==> src/rtl/spi_stat_pkg.sv <==
package spi_stat_pkg;
  localparam int STAT_W   = 8;
  localparam int NFLAG    = 3;
  // flag slot numbers
  localparam int FL_TC    = 0;
  localparam int FL_TXE   = 1;
  localparam int FL_MF    = 2;
  // status bit positions
  localparam int TC_BIT   = 7;
  localparam int TXE_BIT  = 5;
  localparam int MF_BIT   = 4;
endpackage

==> src/rtl/spi_clr_flag.sv <==
module spi_clr_flag #(
  parameter bit RST_VAL = 1'b0
) (
  input  logic clk,
  input  logic rst_n,
  input  logic set_ev,
  input  logic stat_rd,
  input  logic clr_acc,
  output logic flag
);
  logic flag_q, flag_d;
  logic arm_q, arm_d;

  always_comb begin
    flag_d = flag_q;
    arm_d  = arm_q;
    if (set_ev) begin
      flag_d = 1'b1;
      arm_d  = 1'b0;
    end else if (arm_q && clr_acc) begin
      flag_d = 1'b0;
      arm_d  = 1'b0;
    end else if (stat_rd && flag_q) begin
      arm_d  = 1'b1;
    end
  end

  always_ff @(posedge clk or negedge rst_n) begin
    if (!rst_n) begin
      flag_q <= RST_VAL;
      arm_q  <= 1'b0;
    end else begin
      flag_q <= flag_d;
      arm_q  <= arm_d;
    end
  end

  assign flag = flag_q;
endmodule

==> src/rtl/spi_tx_hold.sv <==
module spi_tx_hold #(
  parameter int DW = 8
) (
  input  logic          clk,
  input  logic          rst_n,
  input  logic          wr,
  input  logic [DW-1:0] wdata,
  input  logic          load_req,
  output logic          load,
  output logic [DW-1:0] load_data
);
  logic          full_q, full_d;
  logic [DW-1:0] buf_q, buf_d;
  logic          buf_en;

  assign load      = load_req && full_q;
  assign load_data = buf_q;
  assign buf_en    = wr;

  always_comb begin
    full_d = full_q;
    buf_d  = buf_q;
    if (wr) begin
      full_d = 1'b1;
      buf_d  = wdata;
    end else if (load) begin
      full_d = 1'b0;
    end
  end

  always_ff @(posedge clk or negedge rst_n) begin
    if (!rst_n) full_q <= 1'b0;
    else        full_q <= full_d;
  end

  always_ff @(posedge clk or negedge rst_n) begin
    if (!rst_n)      buf_q <= '0;
    else if (buf_en) buf_q <= buf_d;
  end
endmodule

==> src/rtl/spi_ss_fault.sv <==
module spi_ss_fault (
  input  logic clk,
  input  logic rst_n,
  input  logic ss_n,
  input  logic master_mode,
  input  logic fault_det_en,
  output logic fault_ev
);
  logic ss_q;

  always_ff @(posedge clk or negedge rst_n) begin
    if (!rst_n) ss_q <= 1'b1;
    else        ss_q <= ss_n;
  end

  assign fault_ev = ss_q && !ss_n && master_mode && fault_det_en;
endmodule

==> src/rtl/spi_status_flags.sv <==
module spi_status_flags
  import spi_stat_pkg::*;
#(
  parameter int DW = 8
) (
  input  logic          clk,
  input  logic          rst_n,
  input  logic          stat_rd,
  input  logic          data_rd,
  input  logic          data_wr,
  input  logic [DW-1:0] data_wdata,
  input  logic          ctrl1_wr,
  input  logic          tc_ie,
  input  logic          txe_ie,
  input  logic          master_mode,
  input  logic          fault_det_en,
  input  logic          ss_n,
  input  logic          xfer_done,
  input  logic          shift_load_req,
  output logic [STAT_W-1:0] status,
  output logic          load_shifter,
  output logic [DW-1:0] load_data,
  output logic          irq
);
  logic [1:0]       rst_sync_q;
  logic             rst_int_n;
  logic             fault_ev;
  logic [NFLAG-1:0] set_vec, clr_vec, flags;

  // asynchronous assert, synchronous release
  always_ff @(posedge clk or negedge rst_n) begin
    if (!rst_n) rst_sync_q <= 2'b00;
    else        rst_sync_q <= {rst_sync_q[0], 1'b1};
  end
  assign rst_int_n = rst_sync_q[1];

  spi_tx_hold #(.DW(DW)) u_hold (
    .clk       (clk),
    .rst_n     (rst_int_n),
    .wr        (data_wr),
    .wdata     (data_wdata),
    .load_req  (shift_load_req),
    .load      (load_shifter),
    .load_data (load_data)
  );

  spi_ss_fault u_fault (
    .clk          (clk),
    .rst_n        (rst_int_n),
    .ss_n         (ss_n),
    .master_mode  (master_mode),
    .fault_det_en (fault_det_en),
    .fault_ev     (fault_ev)
  );

  always_comb begin
    set_vec        = '0;
    clr_vec        = '0;
    set_vec[FL_TC]  = xfer_done;
    clr_vec[FL_TC]  = data_rd;
    set_vec[FL_TXE] = load_shifter;
    clr_vec[FL_TXE] = data_wr;
    set_vec[FL_MF]  = fault_ev;
    clr_vec[FL_MF]  = ctrl1_wr;
  end

  for (genvar i = 0; i < NFLAG; i++) begin : g_flag
    spi_clr_flag #(.RST_VAL(i == FL_TXE)) u_flag (
      .clk     (clk),
      .rst_n   (rst_int_n),
      .set_ev  (set_vec[i]),
      .stat_rd (stat_rd),
      .clr_acc (clr_vec[i]),
      .flag    (flags[i])
    );
  end

  always_comb begin
    status          = '0;
    status[TC_BIT]  = flags[FL_TC];
    status[TXE_BIT] = flags[FL_TXE];
    status[MF_BIT]  = flags[FL_MF];
  end

  assign irq = (flags[FL_TC] && tc_ie) || (flags[FL_TXE] && txe_ie);
endmodule

==> config.mk <==
export PLATFORM = sky130hd
export DESIGN_NAME = spi_status_flags
export DESIGN_NICKNAME = d
export VERILOG_FILES = /design/src/rtl/spi_stat_pkg.sv /design/src/rtl/spi_clr_flag.sv /design/src/rtl/spi_tx_hold.sv /design/src/rtl/spi_ss_fault.sv /design/src/rtl/spi_status_flags.sv
export SDC_FILE = /design/constraint.sdc
export NUM_CORES = 1
export LEC_CHECK = 0
export BUFFER_PORTS_ARGS = -buffer_cell sky130_fd_sc_hd__buf_4
export CORE_UTILIZATION = 39
export CTS_CLUSTER_SIZE = 20
export DETAILED_ROUTE_END_ITERATION = 7
export GPL_ROUTABILITY_DRIVEN = 0
export HOLD_SLACK_MARGIN = 0.02
export PLACE_DENSITY = 0.73
export SLEW_MARGIN = 20
export SYNTH_ARGS = -nofsm -noshare
export SYNTH_HDL_FRONTEND = slang
export SYNTH_HIERARCHICAL = 1
export SYNTH_SLANG_ARGS = --single-unit
==> constraint.sdc <==
create_clock -name clk -period 0.8 [get_ports clk]
set_input_delay 0.12 -clock clk [delete_from_list [all_inputs] [get_ports clk]]
set_output_delay 0.12 -clock clk [all_outputs]
set_load 0.02 [all_outputs]
==> key figures, run 1 <==
Critical path
  • RR Endpoint: g_flag[1].u_flag/arm_q
  • CP Max Fanout: 2
  • Crit path required time: 0.68 ns
  • Crit. End Element: output pin
  • Crit Path Class: reg2out
  • Worst r2r path cells: 3
  • Crit path DAT: 1.07 ns
  • Reg-to-reg critical path startpoint: g_flag[1].u_flag/flag
  • Setup crit start kind: flip-flop
  • Reg2Reg Setup Slack: -0.13 ns

Timing
  • RSZ-0062 raised after global routing: yes
  • Setup violators final: 19
  • Final-report max-slew violation count: 0
  • Final Hold Vio Count: 0
  • Clock Skew: 0.01077 ns
  • Hold WS: 0.05179 ns
  • Final WS setup: -0.3862 ns
  • Final Cycle Share: 148.3%
  • Maximum clock frequency: 843.0 MHz
  • Final worst path period need: 1.186 ns
  • Setup TNS: -3.013 ns

Placed design
  • Dpl hpwl: 1034 um
  • Area post-placement: 1046 um^2
  • Port Buf Inserts: 33
  • Setup Slack @ Placement: -0.1073 ns

Layout
  • Final Core Density: 65.74%
  • Post-route design area: 1160 um^2
  • Share of layout cells above drive strength 1: 65.63%
  • Layout fillers: 152
  • Layout area overhead: 53.22%
  • Ant diodes: 0
  • Final nets: 118

Power and ir drop
  • Clock power share: 20.1%
  • Worst vdd ir: 1.530 mV
  • P_leak: 0.0005661 uW
  • Pint: 1629 uW
  • PD cells: 1943 nW/um^2
  • Seq pwr share: 50.5%
  • Sw Ratio: 27.71%
  • Switching power: 624.4 uW
  • Comb pwr share: 29.5%

Logic synthesis
  • Synth cell count leaders: dfrtp_1, mux2_4, buf_4
  • Yosys warning total: 6
  • Most frequent cell after synthesis: dfrtp_1
  • Mapped Area: 757.0 um^2
  • Synth top area share: 52.89%
  • Sequential fraction of the synthesis area: 59.83%
  • Yosys cell types: 16
  • Seq cells post-synth: 18
  • Synth area leaders: dfrtp_1, mux2_4, dfstp_2
  • Post-synth EDFFs: 0
  • Largest area contributor in the netlist: dfrtp_1
  • Cells after Synth: 54
  • Most used DFF post-synth: dfrtp_1
  • Post-synthesis async set-or-reset flop share: 100.0%
  • Synthesized area per cell: 14.02 um^2

Routing
  • Routed vias/inst: 4.421
  • Pre-antenna DRT Iters: 4
  • Initial DRC count: 5
  • Vias: 535
  • Post-DR wirelength/cell: 11.49 um
  • Drc violations: 0
  • Routed WL: 1390 um
  • DRT antenna net count: 0

Global routing
  • Largest net degree at the start of global routing: 12
  • First-pass GRT wire length: 2249 um
  • Vias in the first global route: 559
  • Initial antenna violation count: 0
  • Gr ovfl total: 0
  • GRT Total Usage: 15.84%

Job
  • Max Cap Violations: 0

Clocking
  • CTS Sinks: 18
  • CTS buffer count: 3
  • Clk buf depth: 2
  • Insertion delay to the later sink of the worst-skew pair: 0.29 ns
  • CTS clk-pin slew, worst paths: 0.10 ns
  • H-tree levels: 1
  • CTS tree: yes
  • Clock root buffer: clkbuf_4

Floorplan
  • Ports: 39
  • Site Rows: 15
  • Core ar.: 1764 um^2
  • Die width: 46.06 um
  • Initial Util: 42.91%
  • Area of the die: 2121 um^2
  • Die height: 46.06 um

Min path
  • Hold Crit Class: in2reg
  • WHS Path Cells: 2
  • HP Start: data_wdata[0]
  • Sink of the worst hold path: u_hold/load_data[0]

Run status
  • Status: finished, violations left
  • Failing checks: negative setup slack
-- routing by layer --
layer / up-vias / share of wire (%) / GRT usage (%)
met1: 252 / 41 / 18.64
met4: 0 / 0.79 / 10.59
li1: 256 / - / -
met5: - / 0 / 0
met2: 25 / 52 / 25.07
met3: 2 / 6.2 / 4.314
-- layout make-up --
| class | instances | area [um^2] | area share (%) |
|---|---|---|---|
| multi-input cells | 33 | 281.5 | 24.27 |
| inverters | 1 | 3.754 | 0.3236 |
| repair buffers | 40 | 352.8 | 30.42 |
| clock buffers | 4 | 26.28 | 2.265 |
| flip-flops and latches | 18 | 464.2 | 40.02 |
| well taps | 25 | 31.28 | 2.697 |
-- repair_timing --
action | 4_1_cts | 5_1_grt
buffers inserted | 1 | 0
pin swaps | 1 | 0
setup endpoints to repair | 18 | 27
hold buffers | 3 | 0
endpoints found under the hold margin | 5 | 0
resized for setup | 13 | 1
-- worst max-delay path, cell delays in order (launching register included) --
cell and delay, ns:
dfrtp_2 0.42, a22o_4 0.24, buf_6 0.12
-- metrics by stage --
stage	power, uW	instances
final	2253	121
after global routing	2390	121
after CTS	2280	121
after detailed placement	1722	113
after global placement	1709	113
after floorplan	1480	58
-- kinds of logic after synthesis --
logic type / share of synthesized area [%]
flops: 59.83
simple gates: 9.091
compound gates: 7.272
mux: 15.87
buf+inv: 6.942
other cells: 0.9921
-- power groups by stage --
| stage | Clock [uW] | Sequential [uW] | Combinational (uW) |
|---|---|---|---|
| 3_3_place_gp | 0 | 1140 | 568 |
| 5_1_grt | 522 | 1160 | 712 |
| 3_5_place_dp | 0 | 1140 | 580 |
| 2_1_floorplan | 0 | 1240 | 237 |
| 4_1_cts | 484 | 1140 | 658 |
| 6_report | 452 | 1140 | 664 |
-- registers in the layout, summed over array words and instances, names as in the netlist --
register	count
g_flag.u_flag/arm_q	3
u_hold/full_q	1
rst_sync_q	2
g_flag.u_flag/flag	3
u_fault/ss_q	1
u_hold/load_data	8
-- cells in the final DEF, fill, tap and decap left out, drive strengths merged --
cell type | synthesis | final
dfrtp | 16 | 16
nand2b | 3 | 3
clkbuf | 0 | 4
mux2 | 8 | 8
a22o | 1 | 1
and4b | 1 | 1
nand2 | 3 | 3
and2 | 1 | 1
a21o | 4 | 4
conb | 2 | 6
dfstp | 2 | 2
inv | 1 | 1
nand3b | 3 | 3
a21oi | 3 | 3
buf | 6 | 37
dlygate4sd3 | 0 | 3
-- worst max path at each step --
stage                                startpoint  endpoint  slack [ns]  cells after the start
after floorplan           g_flag[1].u_flag/flag       irq       -0.07                      1
after global placement    g_flag[0].u_flag/flag       irq        -0.1                      2
after detailed placement  g_flag[0].u_flag/flag       irq       -0.11                      2
after CTS                 g_flag[0].u_flag/flag       irq       -0.40                      2
after global routing      g_flag[1].u_flag/flag       irq       -0.43                      2
final                     g_flag[0].u_flag/flag       irq       -0.39                      2
Power figures use the tool's default switching activity.
==> inputs of run 2 (changes only) <==
PLACE_DENSITY = 0.7   (was 0.73)
==> run 2 against run 1 <==
Compared with the run above:
- the run still ends with negative setup slack left
- global-route usage is 1.3 points lower
- via count is 3.4% higher
- clock power is 19% higher
- sequential share of layout area is 1.3 points lower
- sequential power hardly changed
- die area stayed put
- critical endpoint unchanged
==> key figures, run 2 (synthesis gave the netlist of run 1 again) <==
Critical path
  • Setup crit start kind: flip-flop
  • Crit Path Class: reg2out
  • Slowest stage cell, crit path: dfrtp_2
  • Crit path required time: 0.68 ns (about the same)
  • Crit path DAT: 1.07 ns (about the same)
  • CP max stage delay: 0.42 ns (about the same)
  • CP Max Fanout: 2 (unchanged)
  • Critical-path cell list: a22o_4 > buf_6
  • Crit. End Element: output pin
  • Worst r2r path cells: 3 (unchanged)

Timing
  • Clock Skew: 0.003923 ns (-0.006850 ns)
  • Final Hold Vio Count: 0 (unchanged)
  • Hold WS: 0.05414 ns (+0.002341 ns)
  • RSZ-0062 raised after global routing: yes
  • Final WS setup: -0.3931 ns (-0.006895 ns)
  • Final Cycle Share: 149.1% (+0.86 points)
  • Setup TNS: -3.135 ns (-0.1215 ns)
  • Setup violators final: 20 (+1)
  • Maximum clock frequency: 838.2 MHz (-0.58%)
  • Final worst path period need: 1.193 ns (+0.006895 ns)
  • Final-report max-slew violation count: 0 (unchanged)

Layout
  • Commonest non-fill, non-tap cells in the layout: buf_4, buf_6, dfrtp_2, mux2_4, dfrtp_1
  • FF/Latch Area: 464.2 um^2 (unchanged)
  • Layout area overhead: 58.51%
  • Final Core Density: 68.01% (+2.3 points)
  • Max FFs per register: 8 (unchanged)
  • Share of layout cells above drive strength 1: 67.68% (+2.1 points)
  • Layout fillers: 147 (-3.3%)
  • Ant diodes: 0 (unchanged)
  • Commonest non-fill, non-tap cell in the layout: buf_4
  • Post-route design area: 1200 um^2 (+3.5%)
  • Final nets: 121 (+2.5%)
  • Multi-input logic area: 281.5 um^2 (unchanged)

Floorplan
  • Initial Util: 42.91% (unchanged)
  • Area of the die: 2121 um^2 (unchanged)
  • Ports: 39 (unchanged)
  • Die height: 46.06 um (unchanged)
  • Core ar.: 1764 um^2 (unchanged)
  • Site Rows: 15 (unchanged)
  • Die width: 46.06 um (unchanged)

Placed design
  • Port Buf Inserts: 33 (unchanged)
  • Dpl hpwl: 1046 um (+1.2%)
  • Area post-placement: 1046 um^2 (unchanged)

Clocking
  • Insertion delay to the later sink of the worst-skew pair: 0.29 ns (about the same)
  • CTS Sinks: 18 (unchanged)
  • Clock root buffer: clkbuf_4
  • CTS clk-pin slew, worst paths: 0.10 ns (about the same)
  • Clk buf depth: 2 (unchanged)
  • H-tree levels: 1 (unchanged)
  • CTS buffer count: 3 (unchanged)
  • CTS tree: yes

Power and ir drop
  • Power Total: 2397 uW (+6.4%)
  • P_leak: 0.0005892 uW (+4.1%)
  • Pint: 1757 uW (+7.9%)
  • Clock power share: 22.5% (+2.4 points)
  • Comb pwr share: 30.2% (+0.7 points)
  • Seq pwr share: 47.3% (-3.2 points)
  • Worst vdd ir: 1.251 mV (-18%)
  • Sw Ratio: 26.69% (-1.0 points)
  • PD cells: 1998 nW/um^2 (+2.8%)
  • Switching power: 639.9 uW (+2.5%)

Job
  • Max Cap Violations: 0 (unchanged)

Min path
  • WHS Path Cells: 2 (unchanged)
  • Hold Crit Class: in2reg

Routing
  • Drc violations: 0 (unchanged)
  • Vias: 553 (+3.4%)
  • Post-DR wirelength/cell: 10.98 um (-4.4%)
  • Pre-antenna DRT Iters: 2 (-2)
  • DRT antenna net count: 0 (unchanged)
  • Routed WL: 1362 um (-2.0%)
  • Routed vias/inst: 4.460 (+0.86%)
  • Initial DRC count: 3 (-2)

Global routing
  • First-pass GRT wire length: 2139 um (-4.9%)
  • Largest net degree at the start of global routing: 12 (unchanged)
  • Gr ovfl total: 0 (unchanged)
  • Vias in the first global route: 542 (-3.0%)
  • GRT Total Usage: 14.52% (-1.3 points)
  • Initial antenna violation count: 0 (unchanged)

Run status
  • Failing checks: negative setup slack
  • Status: finished, violations left
-- run 2: changes by cell type in the layout (fill, tap and decap cells not counted), sizes merged --
cell  change
buf       +3
-- run 2: layer usage --
metal | vias to the layer above | track usage (%) | routed length, um
met5 | - | 0 | 0
met4 | 0 | 5.294 | 0
met3 | 0 | 5.098 | 105
met2 | 27 | 25.07 | 701
met1 | 262 | 16.41 | 556
li1 | 264 | - | -
-- run 2: final timing paths --
path | startpoint | end | slack, ns
max | g_flag[0].u_flag/flag | irq | -0.39
min | data_wdata[0] | u_hold/load_data[0] | 0.05
max reg2reg | g_flag[1].u_flag/flag | g_flag[1].u_flag/arm_q | -0.15
min reg2reg | rst_sync_q[1] | u_hold/load_data[6] | 0.08
max in group asynchronous | rst_sync_q[1] | g_flag[1].u_flag/flag | 0.28
min in group asynchronous | rst_sync_q[1] | u_hold/load_data[6] | 0.08
-- run 2: layout make-up --
class	instances	area share, %
well taps	25	2.607
multi-input cells	33	23.46
clock buffers	4	3.024
flip-flops and latches	18	38.69
inverters	1	0.3128
repair buffers	43	31.91
-- run 2: through the flow --
| step | instances | setup WS [ns] |
|---|---|---|
| after floorplan | 58 | -0.07420 |
| after global placement | 113 | -0.09737 |
| after detailed placement | 113 | -0.1035 |
| after CTS | 124 | -0.4022 |
| after global routing | 124 | -0.4343 |
| final | 124 | -0.3931 |
-- run 2: power by group through the flow --
stage | Clock [uW] | Combinational [uW] | Sequential, uW
finish | 539 | 723 | 1130
detailed placement | 0 | 575 | 1150
CTS | 562 | 710 | 1130
floorplan | 0 | 237 | 1240
global placement | 0 | 566 | 1140
global route | 612 | 781 | 1150
-- run 2: timing repair --
| action | CTS | global route |
|---|---|---|
| hold buffers | 3 | 0 |
| buffers inserted | 4 | 2 |
| gates resized for setup | 13 | 3 |
| pin swaps | 1 | 2 |
| endpoints found under the setup margin | 18 | 28 |
| endpoints found under the hold margin | 4 | 0 |
| cloned | 0 | 0 |
-- run 2: worst max-delay path, delay by kind of cell (launching register included) --
| kind | cells | cell delay [ns] |
|---|---|---|
| compound gates | 1 | 0.24 |
| buf+inv | 1 | 0.12 |
| flops | 1 | 0.42 |
